## src/rtl/cfgl_pkg.sv

```systemverilog
package cfgl_pkg;
  typedef enum logic [1:0] {
    ST_INIT,
    ST_CONFIG,
    ST_IDLE
  } ctl_st_e;

  typedef enum logic [1:0] {
    PH_PROG,
    PH_WAIT_INIT,
    PH_DATA,
    PH_HOLD
  } cfg_ph_e;

  typedef enum logic [1:0] {
    SB_IDLE,
    SB_HIGH,
    SB_LOW
  } strobe_st_e;
endpackage

```

## src/rtl/cfgl_sync.sv

```systemverilog
module cfgl_sync #(
  parameter int unsigned        WIDTH     = 2,
  parameter int unsigned        STAGES    = 2,
  parameter logic [WIDTH-1:0]   RESET_VAL = '0
) (
  input  logic             clk_i,
  input  logic             rst_ni,
  input  logic [WIDTH-1:0] d_i,
  output logic [WIDTH-1:0] q_o
);
  generate
    if (STAGES == 0) begin : g_bypass
      assign q_o = d_i;
    end else begin : g_chain
      logic [STAGES-1:0][WIDTH-1:0] stg_q;
      always_ff @(posedge clk_i or negedge rst_ni) begin
        if (!rst_ni) begin
          for (int i = 0; i < STAGES; i++) stg_q[i] <= RESET_VAL;
        end else begin
          stg_q[0] <= d_i;
          for (int i = 1; i < STAGES; i++) stg_q[i] <= stg_q[i-1];
        end
      end
      assign q_o = stg_q[STAGES-1];
    end
  endgenerate
endmodule

```

## src/rtl/cfgl_word_asm.sv

```systemverilog
module cfgl_word_asm #(
  parameter int unsigned BYTE_W  = 8,
  parameter int unsigned N_BYTES = 4
) (
  input  logic                        clk_i,
  input  logic                        rst_ni,
  input  logic                        take_i,
  input  logic                        clear_i,
  input  logic [BYTE_W-1:0]           byte_i,
  output logic [BYTE_W*N_BYTES-1:0]   word_o,
  output logic                        last_o
);
  localparam int unsigned WORD_W = BYTE_W * N_BYTES;
  localparam int unsigned CNT_W  = (N_BYTES > 1) ? $clog2(N_BYTES) : 1;
  localparam logic [CNT_W-1:0] CNT_LAST = CNT_W'(N_BYTES - 1);

  logic [CNT_W-1:0]  cnt_q;
  logic [WORD_W-1:0] sh_q;

  // earlier bytes move down, newest byte enters at the top
  assign word_o = {byte_i, sh_q[WORD_W-1:BYTE_W]};
  assign last_o = take_i && (cnt_q == CNT_LAST);

  always_ff @(posedge clk_i or negedge rst_ni) begin
    if (!rst_ni) begin
      cnt_q <= '0;
      sh_q  <= '0;
    end else if (take_i) begin
      sh_q <= word_o;
      if (clear_i || cnt_q == CNT_LAST) cnt_q <= '0;
      else                              cnt_q <= cnt_q + 1'b1;
    end
  end
endmodule

```

## src/rtl/cfgl_strobe.sv

```systemverilog
module cfgl_strobe
  import cfgl_pkg::*;
#(
  parameter int unsigned HI_CYC = 1,
  parameter int unsigned LO_CYC = 1
) (
  input  logic clk_i,
  input  logic rst_ni,
  input  logic start_i,
  input  logic abort_i,
  output logic cclk_o,
  output logic busy_o
);
  localparam int unsigned MAX_CYC = (HI_CYC > LO_CYC) ? HI_CYC : LO_CYC;
  localparam int unsigned CW      = (MAX_CYC > 1) ? $clog2(MAX_CYC) : 1;

  strobe_st_e     st_q;
  logic [CW-1:0]  cnt_q;

  always_ff @(posedge clk_i or negedge rst_ni) begin
    if (!rst_ni) begin
      st_q  <= SB_IDLE;
      cnt_q <= '0;
    end else if (abort_i) begin
      st_q  <= SB_IDLE;
      cnt_q <= '0;
    end else begin
      unique case (st_q)
        SB_IDLE: if (start_i) begin
          st_q  <= SB_HIGH;
          cnt_q <= CW'(HI_CYC - 1);
        end
        SB_HIGH: if (cnt_q == '0) begin
          st_q  <= SB_LOW;
          cnt_q <= CW'(LO_CYC - 1);
        end else begin
          cnt_q <= cnt_q - 1'b1;
        end
        SB_LOW: if (cnt_q == '0) st_q <= SB_IDLE;
                else             cnt_q <= cnt_q - 1'b1;
        default: st_q <= SB_IDLE;
      endcase
    end
  end

  assign cclk_o = (st_q == SB_HIGH);
  assign busy_o = (st_q != SB_IDLE);
endmodule

```

## src/rtl/cfgl_top.sv

```systemverilog
module cfgl_top
  import cfgl_pkg::*;
#(
  parameter int unsigned BYTE_W      = 8,
  parameter int unsigned N_BYTES     = 4,
  parameter logic [BYTE_W*N_BYTES-1:0] START_KEY = 32'hBCBC_BCBC,
  parameter logic [BYTE_W*N_BYTES-1:0] END_KEY   = 32'hBCBC_BC00,
  parameter int unsigned SYNC_STAGES = 2,
  parameter int unsigned CCLK_HI     = 1,
  parameter int unsigned CCLK_LO     = 1
) (
  input  logic              clk_i,
  input  logic              rst_ni,
  input  logic [BYTE_W-1:0] byte_i,
  input  logic              byte_valid_i,
  output logic              byte_ready_o,
  output logic              prog_no,
  input  logic              init_ni,
  output logic              cs_no,
  output logic              wr_no,
  output logic              cclk_o,
  output logic [BYTE_W-1:0] data_o,
  input  logic              done_i,
  output logic              configured_o,
  output logic              link_owned_o
);
  localparam int unsigned WORD_W = BYTE_W * N_BYTES;

  logic [1:0]        sync_q;
  logic              init_s, done_s;
  ctl_st_e           st_q, st_d;
  cfg_ph_e           ph_q, ph_d;
  logic              cfgd_q;
  logic [BYTE_W-1:0] data_q;
  logic              ready, take, in_data;
  logic              word_last, key_start, key_end;
  logic [WORD_W-1:0] word;
  logic              sb_go, sb_abort, sb_busy, sb_cclk;

  cfgl_sync #(
    .WIDTH    (2),
    .STAGES   (SYNC_STAGES),
    .RESET_VAL(2'b01)
  ) i_sync (
    .clk_i (clk_i),
    .rst_ni(rst_ni),
    .d_i   ({done_i, init_ni}),
    .q_o   (sync_q)
  );
  assign init_s = sync_q[0];
  assign done_s = sync_q[1];

  assign in_data = (st_q == ST_CONFIG) && (ph_q == PH_DATA);

  always_comb begin
    ready = 1'b0;
    unique case (st_q)
      ST_INIT:   ready = 1'b1;
      ST_CONFIG: begin
        unique case (ph_q)
          PH_DATA: ready = !sb_busy;
          PH_HOLD: ready = 1'b1;
          default: ready = 1'b0;
        endcase
      end
      default:   ready = 1'b0;
    endcase
  end

  assign take = byte_valid_i && ready;

  cfgl_word_asm #(
    .BYTE_W (BYTE_W),
    .N_BYTES(N_BYTES)
  ) i_word_asm (
    .clk_i  (clk_i),
    .rst_ni (rst_ni),
    .take_i (take),
    .clear_i(key_start || key_end),
    .byte_i (byte_i),
    .word_o (word),
    .last_o (word_last)
  );

  // commands are decoded only while listening or after done
  assign key_start = word_last && (word == START_KEY) && (st_q == ST_INIT);
  assign key_end   = word_last && (word == END_KEY) &&
                     (st_q == ST_CONFIG) && (ph_q == PH_HOLD);

  // done wins over a byte taken on the same edge
  assign sb_go    = in_data && take && !done_s;
  assign sb_abort = !in_data || done_s;

  cfgl_strobe #(
    .HI_CYC(CCLK_HI),
    .LO_CYC(CCLK_LO)
  ) i_strobe (
    .clk_i  (clk_i),
    .rst_ni (rst_ni),
    .start_i(sb_go),
    .abort_i(sb_abort),
    .cclk_o (sb_cclk),
    .busy_o (sb_busy)
  );

  always_comb begin
    st_d = st_q;
    ph_d = ph_q;
    unique case (st_q)
      ST_INIT: if (key_start) begin
        st_d = ST_CONFIG;
        ph_d = PH_PROG;
      end
      ST_CONFIG: begin
        unique case (ph_q)
          PH_PROG:      if (!init_s) ph_d = PH_WAIT_INIT;
          PH_WAIT_INIT: if (init_s)  ph_d = PH_DATA;
          PH_DATA:      if (done_s)  ph_d = PH_HOLD;
          PH_HOLD:      if (key_end) st_d = ST_IDLE;
          default:      ph_d = PH_PROG;
        endcase
      end
      default: st_d = ST_IDLE;
    endcase
  end

  always_ff @(posedge clk_i or negedge rst_ni) begin
    if (!rst_ni) begin
      st_q   <= ST_INIT;
      ph_q   <= PH_PROG;
      cfgd_q <= 1'b0;
      data_q <= '0;
    end else begin
      st_q <= st_d;
      ph_q <= ph_d;
      if (in_data && done_s) cfgd_q <= 1'b1;
      if (sb_go)             data_q <= byte_i;
    end
  end

  assign byte_ready_o = ready;
  assign prog_no      = !((st_q == ST_CONFIG) && (ph_q == PH_PROG));
  assign cs_no        = !in_data;
  assign wr_no        = !in_data;
  assign cclk_o       = sb_cclk;
  assign data_o       = data_q;
  assign configured_o = cfgd_q;
  assign link_owned_o = (st_q != ST_IDLE);
endmodule

```

## config.mk

```make
export PLATFORM = sky130hd
export DESIGN_NAME = cfgl_top
export DESIGN_NICKNAME = d
export VERILOG_FILES = /design/src/rtl/cfgl_pkg.sv /design/src/rtl/cfgl_sync.sv /design/src/rtl/cfgl_word_asm.sv /design/src/rtl/cfgl_strobe.sv /design/src/rtl/cfgl_top.sv
export SDC_FILE = /design/constraint.sdc
export NUM_CORES = 1
export LEC_CHECK = 0
export ABC_AREA = 1
export BUFFER_PORTS_ARGS = -buffer_cell sky130_fd_sc_hd__buf_4
export CAP_MARGIN = 10
export CORE_UTILIZATION = 50
export CTS_BUF_LIST = sky130_fd_sc_hd__clkbuf_8
export CTS_CLUSTER_DIAMETER = 30
export DETAILED_ROUTE_END_ITERATION = 10
export GPL_TIMING_DRIVEN = 0
export PLACE_DENSITY = 0.67
export REMOVE_ABC_BUFFERS = 1
export SKIP_LAST_GASP = 1
export SYNTH_ARGS = -nofsm -noshare
export SYNTH_HDL_FRONTEND = slang
export SYNTH_SLANG_ARGS = --single-unit
export TNS_END_PERCENT = 20
```

## constraint.sdc

```tcl
create_clock -name clk_i -period 2.9 [get_ports clk_i]
set_clock_uncertainty 0.05 [all_clocks]
set_input_delay 0 -clock clk_i [delete_from_list [all_inputs] [get_ports clk_i]]
set_output_delay 0 -clock clk_i [all_outputs]
set_load 0.01 [all_outputs]
```

After elaboration in Yosys (flattened, before gate mapping)
Cells that the tools add are included.

Input bits: 13. Logic and storage cells: 84. Flip-flop bits (word level): 54. Output and inout port bits: 15.

Add/subtract/negate cells: 2. Multiplexer cells: 22. Eq/ne operators: 20. Reductions and logical operators: 30.

Operator list (count): 32-bit equality test, second input constant (2); 2-bit two-way mux (12); 1-bit logical AND (12); 3-bit by 2-bit inequality test with 1-bit output, second input constant (4); 2-bit case mux with 3 select lines (2); 2-bit equality test, second input constant (4); 2-bit case mux with 2 select lines (2); 2-bit by 1-bit equality test with 1-bit output, second input constant (3); 2-bit zero test (3); 2-bit inequality test, second input constant (3); 1-bit case mux with 2 select lines (3); 3-bit AND reduction (2); 6-bit AND reduction (1); 1-bit zero test (4); 4-bit by 1-bit inequality test with 1-bit output, second input constant (1); 2-bit nonzero test (2); 1-bit logical OR (3); 1-bit two-way mux (3); 3-bit by 1-bit inequality test with 1-bit output, second input constant (1); 3-bit inequality test, second input constant (1); 3-bit nonzero test (1); 2-bit by 1-bit adder with 2-bit output, second input constant (1); 2-bit by 1-bit inequality test with 1-bit output, second input constant (1); 2-bit AND reduction (1); other kinds (2) (2).

Depth between registers and ports, before layout
Depth after elaboration: 12. Depth in mapped cells: 12. Mapped depth without buffers: 11.

By module
Synthesis repeated with hierarchy kept, for this count alone.

Cell total of the unflattened synthesis: 259. Area, all modules: 2159.6 sq um.

By module, submodules not included: cfgl_word_asm (instances 1, cells an instance 118, seq. area each 650.6 sq um, area each 1094.8 sq um); cfgl_top (instances 1, cells an instance 124, seq. area each 325.3 sq um, area each 855.8 sq um); cfgl_sync (instances 1, cells an instance 6, seq. area each 102.6 sq um, area each 117.6 sq um); cfgl_strobe (instances 1, cells an instance 11, seq. area each 50.0 sq um, area each 91.3 sq um).

Worst setup path after synthesis
OpenSTA, ideal clock, no wires.

Path type: reg2reg. Start: reg ph_q[0]. End: reg data_q[3] (netlist: data_o[3]). Clock period less this slack: 1782 ps. Setup slack: 1118 ps. Setup time: 117 ps. Stages on the path, launching flop included: 10. Data arrival time: 1615 ps. Data required time: 2733 ps. Buffers on the path: 2. Cells stage by stage: dfrtp_1 inv_1 ha_1 nand2_2 or2_1 or2_1 buf_6 buf_12 nand2_2 o21ai_2.

Longest elaborated chain between the ends: 6. Elaborated cells between the ends (all ways): 8. Those cells by class: eq/ne (2); mux (2); reduce/logical (4).

RTL lines: start: declaration (line cfgl_top.sv:32) `cfg_ph_e ph_q, ph_d;`; start signal: assignment (line cfgl_top.sv:135) `ph_q <= ph_d;`; 2-bit equality test (on tied branches) (line cfgl_top.sv:60, cfgl_top.sv:53); 1-bit case mux with 2 select lines (line cfgl_top.sv:60) `unique case (ph_q)`; 1-bit case mux with 2 select lines (line cfgl_top.sv:57) `unique case (st_q)`; 1-bit logical AND (line cfgl_top.sv:70) `assign take = byte_valid_i && ready;`; 1-bit logical AND (*) (2 in series) (line cfgl_top.sv:91) `assign sb_go = in_data && take && !done_s;`; end signal: assignment (line cfgl_top.sv:137) `if (sb_go) data_q <= byte_i;`; end: declaration (line cfgl_top.sv:34) `logic [BYTE_W-1:0] data_q;`.

Mark *: on every way between the ends. The rest lies on a longest branch, timed or not. A chain may end at the register's enable or synchronous reset.

Worst setup path in the final report
Start: reg ph_q[0]. End: reg data_q[1] (netlist: data_o[1]).

Same word-level chain as after synthesis.

==> results.cfg <==
[clock_tree]
cts-root-buf = clkbuf_8
cts_tree = yes
clk_latency_ns = 0.30
clock-sinks = 45
cts_buffers = 5
clk_pin_slew_ns = 0.08
cts_htree_levels = 2
cts.path.max_buffers = 2

[global_routing]
grt_pass1_vias = 1405
gr-total-overflow = 0
grt_max_degree = 46
grt_use_total = 0.194
grt_pass1_wl_um = 6130
antenna_found_initial = 0

[timing]
maxSlewViolCount = 0
rsz0062_at_grt = false
hold_viol = 0
fmax_mhz = 393
whs_ns = 0.170
worst_slew_pin_slew_ns = 0.637
relSlewSlack = 0.575
min_period_over_period = 0.878
finalSetupViolCount = 0
finalCriticalPeriod_ns = 2.55

[synthesis]
synth_cells = 235
synth_edf_count = 0
synth_area_leaders = dfrtp_1 52%, nand2_1 11%, o21ai_0 6.3%, inv_1 6.0%, nor2_1 4.4%
async_flop_share = 1.00
yosysSeqAreaShare = 0.549
yosysTopAreaCell = dfrtp_1
ys.flop_type = dfrtp_1
ys_ff_latch = 45
yosysWarningCount = 0
yosysMostFrequentCell = nand2_1
synth.avg_cell_area_um2 = 8.75
yosys-top-cells-count = 63 x nand2_1, 43 x dfrtp_1, 33 x inv_1, 26 x o21ai_0, 24 x nor2_1
synth_top_area_share = 0.523
synth_area_um2 = 2060
yosys.cell_types.count = 26

[floorplanning]
start_util = 0.542
die_y_um = 66.1
die_w_um = 66.1
fp-row-count = 22
coreArea_um2 = 3800
die_area_um2 = 4370
ioPinCount = 28

[setup_path]
timing.rr.start = ph_q[0]$_DFFE_PN0P_
critPathRequiredTime_ns = 3.03
regToRegSetupSlack_ns = 0.35
crit_type = flip-flop to flip-flop
end_kind = flip-flop
setup.worst_path.start_class = flip-flop
reg2reg_depth = 8
arrival_ns = 2.68
critPathMaxFanout = 38
r2r_end = data_o[1]$_DFFE_PN0P_

[drt]
drt_iter0_markers = 112
via_per_inst = 4.74
dr.pass1.iters = 4
ant_nets = 0
drt-total-wl_um = 3590
vias = 1523
wl_per_cell_um = 11.2
drc = 0

[placed_design]
routabilityCongestion = 0.769
place_hpwl_um = 2350
io_buffers = 27

[final_layout]
final_util = 0.652
syn_to_final_growth_pct = 20.4
antennaDiodeCount = 0
nets = 291
drive_gt1_frac = 0.194

[power]
peakVddDrop_mv = 0.281
pwr_density_cell_nw_per_um2 = 444
leakagePower_nw = 1.24

[hold_path]
hold_path.class = input port to async pin

[run_status]
outcome = finished, final reports clean

[flow_run]
drv_cap = 0
layout by cell type, fill, tap and decap left out, types with 3 or more instances in the layout:
cell / synthesis / routed
nand4_1: 3 / 3
nand2_1: 63 / 63
nand3_1: 5 / 4
o21ai_2: 8 / 8
ha_1: 6 / 6
nor3_1: 3 / 3
nor2_1: 24 / 24
dfrtp_1: 43 / 43
clkbuf_8: 0 / 7
o21ai_0: 26 / 26
inv_1: 33 / 33
dlygate4sd3_1: 0 / 11
buf_4: 1 / 27
worst max-delay path by stage:
stage	slack, ns	end	cells past startpoint	startpoint
2_1_floorplan	0.45	data_o[0]$_DFFE_PN0P_	8	ph_q[0]$_DFFE_PN0P_
3_3_place_gp	-0.12	data_o[1]$_DFFE_PN0P_	8	ph_q[0]$_DFFE_PN0P_
3_5_place_dp	-0.15	data_o[5]$_DFFE_PN0P_	8	ph_q[0]$_DFFE_PN0P_
4_1_cts	0.25	data_o[5]$_DFFE_PN0P_	8	ph_q[0]$_DFFE_PN0P_
5_1_grt	0.07	i_word_asm.cnt_q[0]$_DFFE_PN0N_	8	ph_q[0]$_DFFE_PN0P_
6_report	0.35	data_o[1]$_DFFE_PN0P_	8	ph_q[0]$_DFFE_PN0P_
per-stage QoR:
stage	area, um2	total power, W	worst slack (ns)	setup TNS [ns]	instances
global route	2480	0.00115	0.0659	0	321
CTS	2480	0.00111	0.251	0	321
finish	2480	0.00110	0.353	0	321
detailed placement	2260	0.000678	-0.154	-1.32	302
global placement	2260	0.000677	-0.122	-0.989	302
floorplan	2000	0.000650	0.450	0	227
final cells by class:
| class | count | area, um2 |
|---|---|---|
| sequential | 45 | 1130 |
| clock buffer | 7 | 96.3 |
| tap | 48 | 60.1 |
| inverter | 34 | 128 |
| clock inverter | 1 | 5.00 |
| timing repair buffer | 38 | 313 |
| multi-input combinational | 148 | 747 |
| fill | 334 | 1320 |
state kept, by name, summed over array words and instances (netlist names):
register              flops
i_word_asm.sh_q          24
i_word_asm.cnt_q          2
i_strobe.st_q             2
data_o                    8
i_sync.g_chain.stg_q      2
i_sync.q_o                2
configured_o              1
ph_q                      2
st_q                      2
logic make-up after synthesis:
group | synth area share
AOI/OAI and AO/OA | 0.108
adders and majority gates | 0.0365
buffers and inverters | 0.0906
DFF | 0.549
and+or+nand+nor | 0.217
power breakdown:
group	total (W)	switching, W	internal [W]
Clock	0.000425	0.000210	0.000215
Combinational	0.0000439	0.0000222	0.0000216
Sequential	0.000632	0.00000102	0.000631
Total	0.00110	0.000233	0.000868
worst max-delay path, stage by stage (launching register included):
cell and delay (ns):
dfrtp_1 0.44, inv_1 0.11, ha_1 0.26, nand2_1 0.10
nand2_1 0.08, nand3_2 0.49, or2_2 0.70, nand2_1 0.14
o21ai_2 0.05
metal layers:
metal | up-vias | wire length [um] | GRT usage
li1 | 802 | - | -
met1 | 691 | 1790 | 0.249
met2 | 23 | 1590 | 0.300
met3 | 7 | 133 | 0.0569
met4 | 0 | 80 | 0.0957
met5 | - | 0 | 0
timing repair:
item,4_1_cts,5_1_grt
setup buffers,0,0
hold buffers,11,0
setup endpoints to repair,11,1
hold endpoints to repair,61,0
pin swaps,0,0
gates resized for setup,1,1
Power figures use the tool's default switching activity.
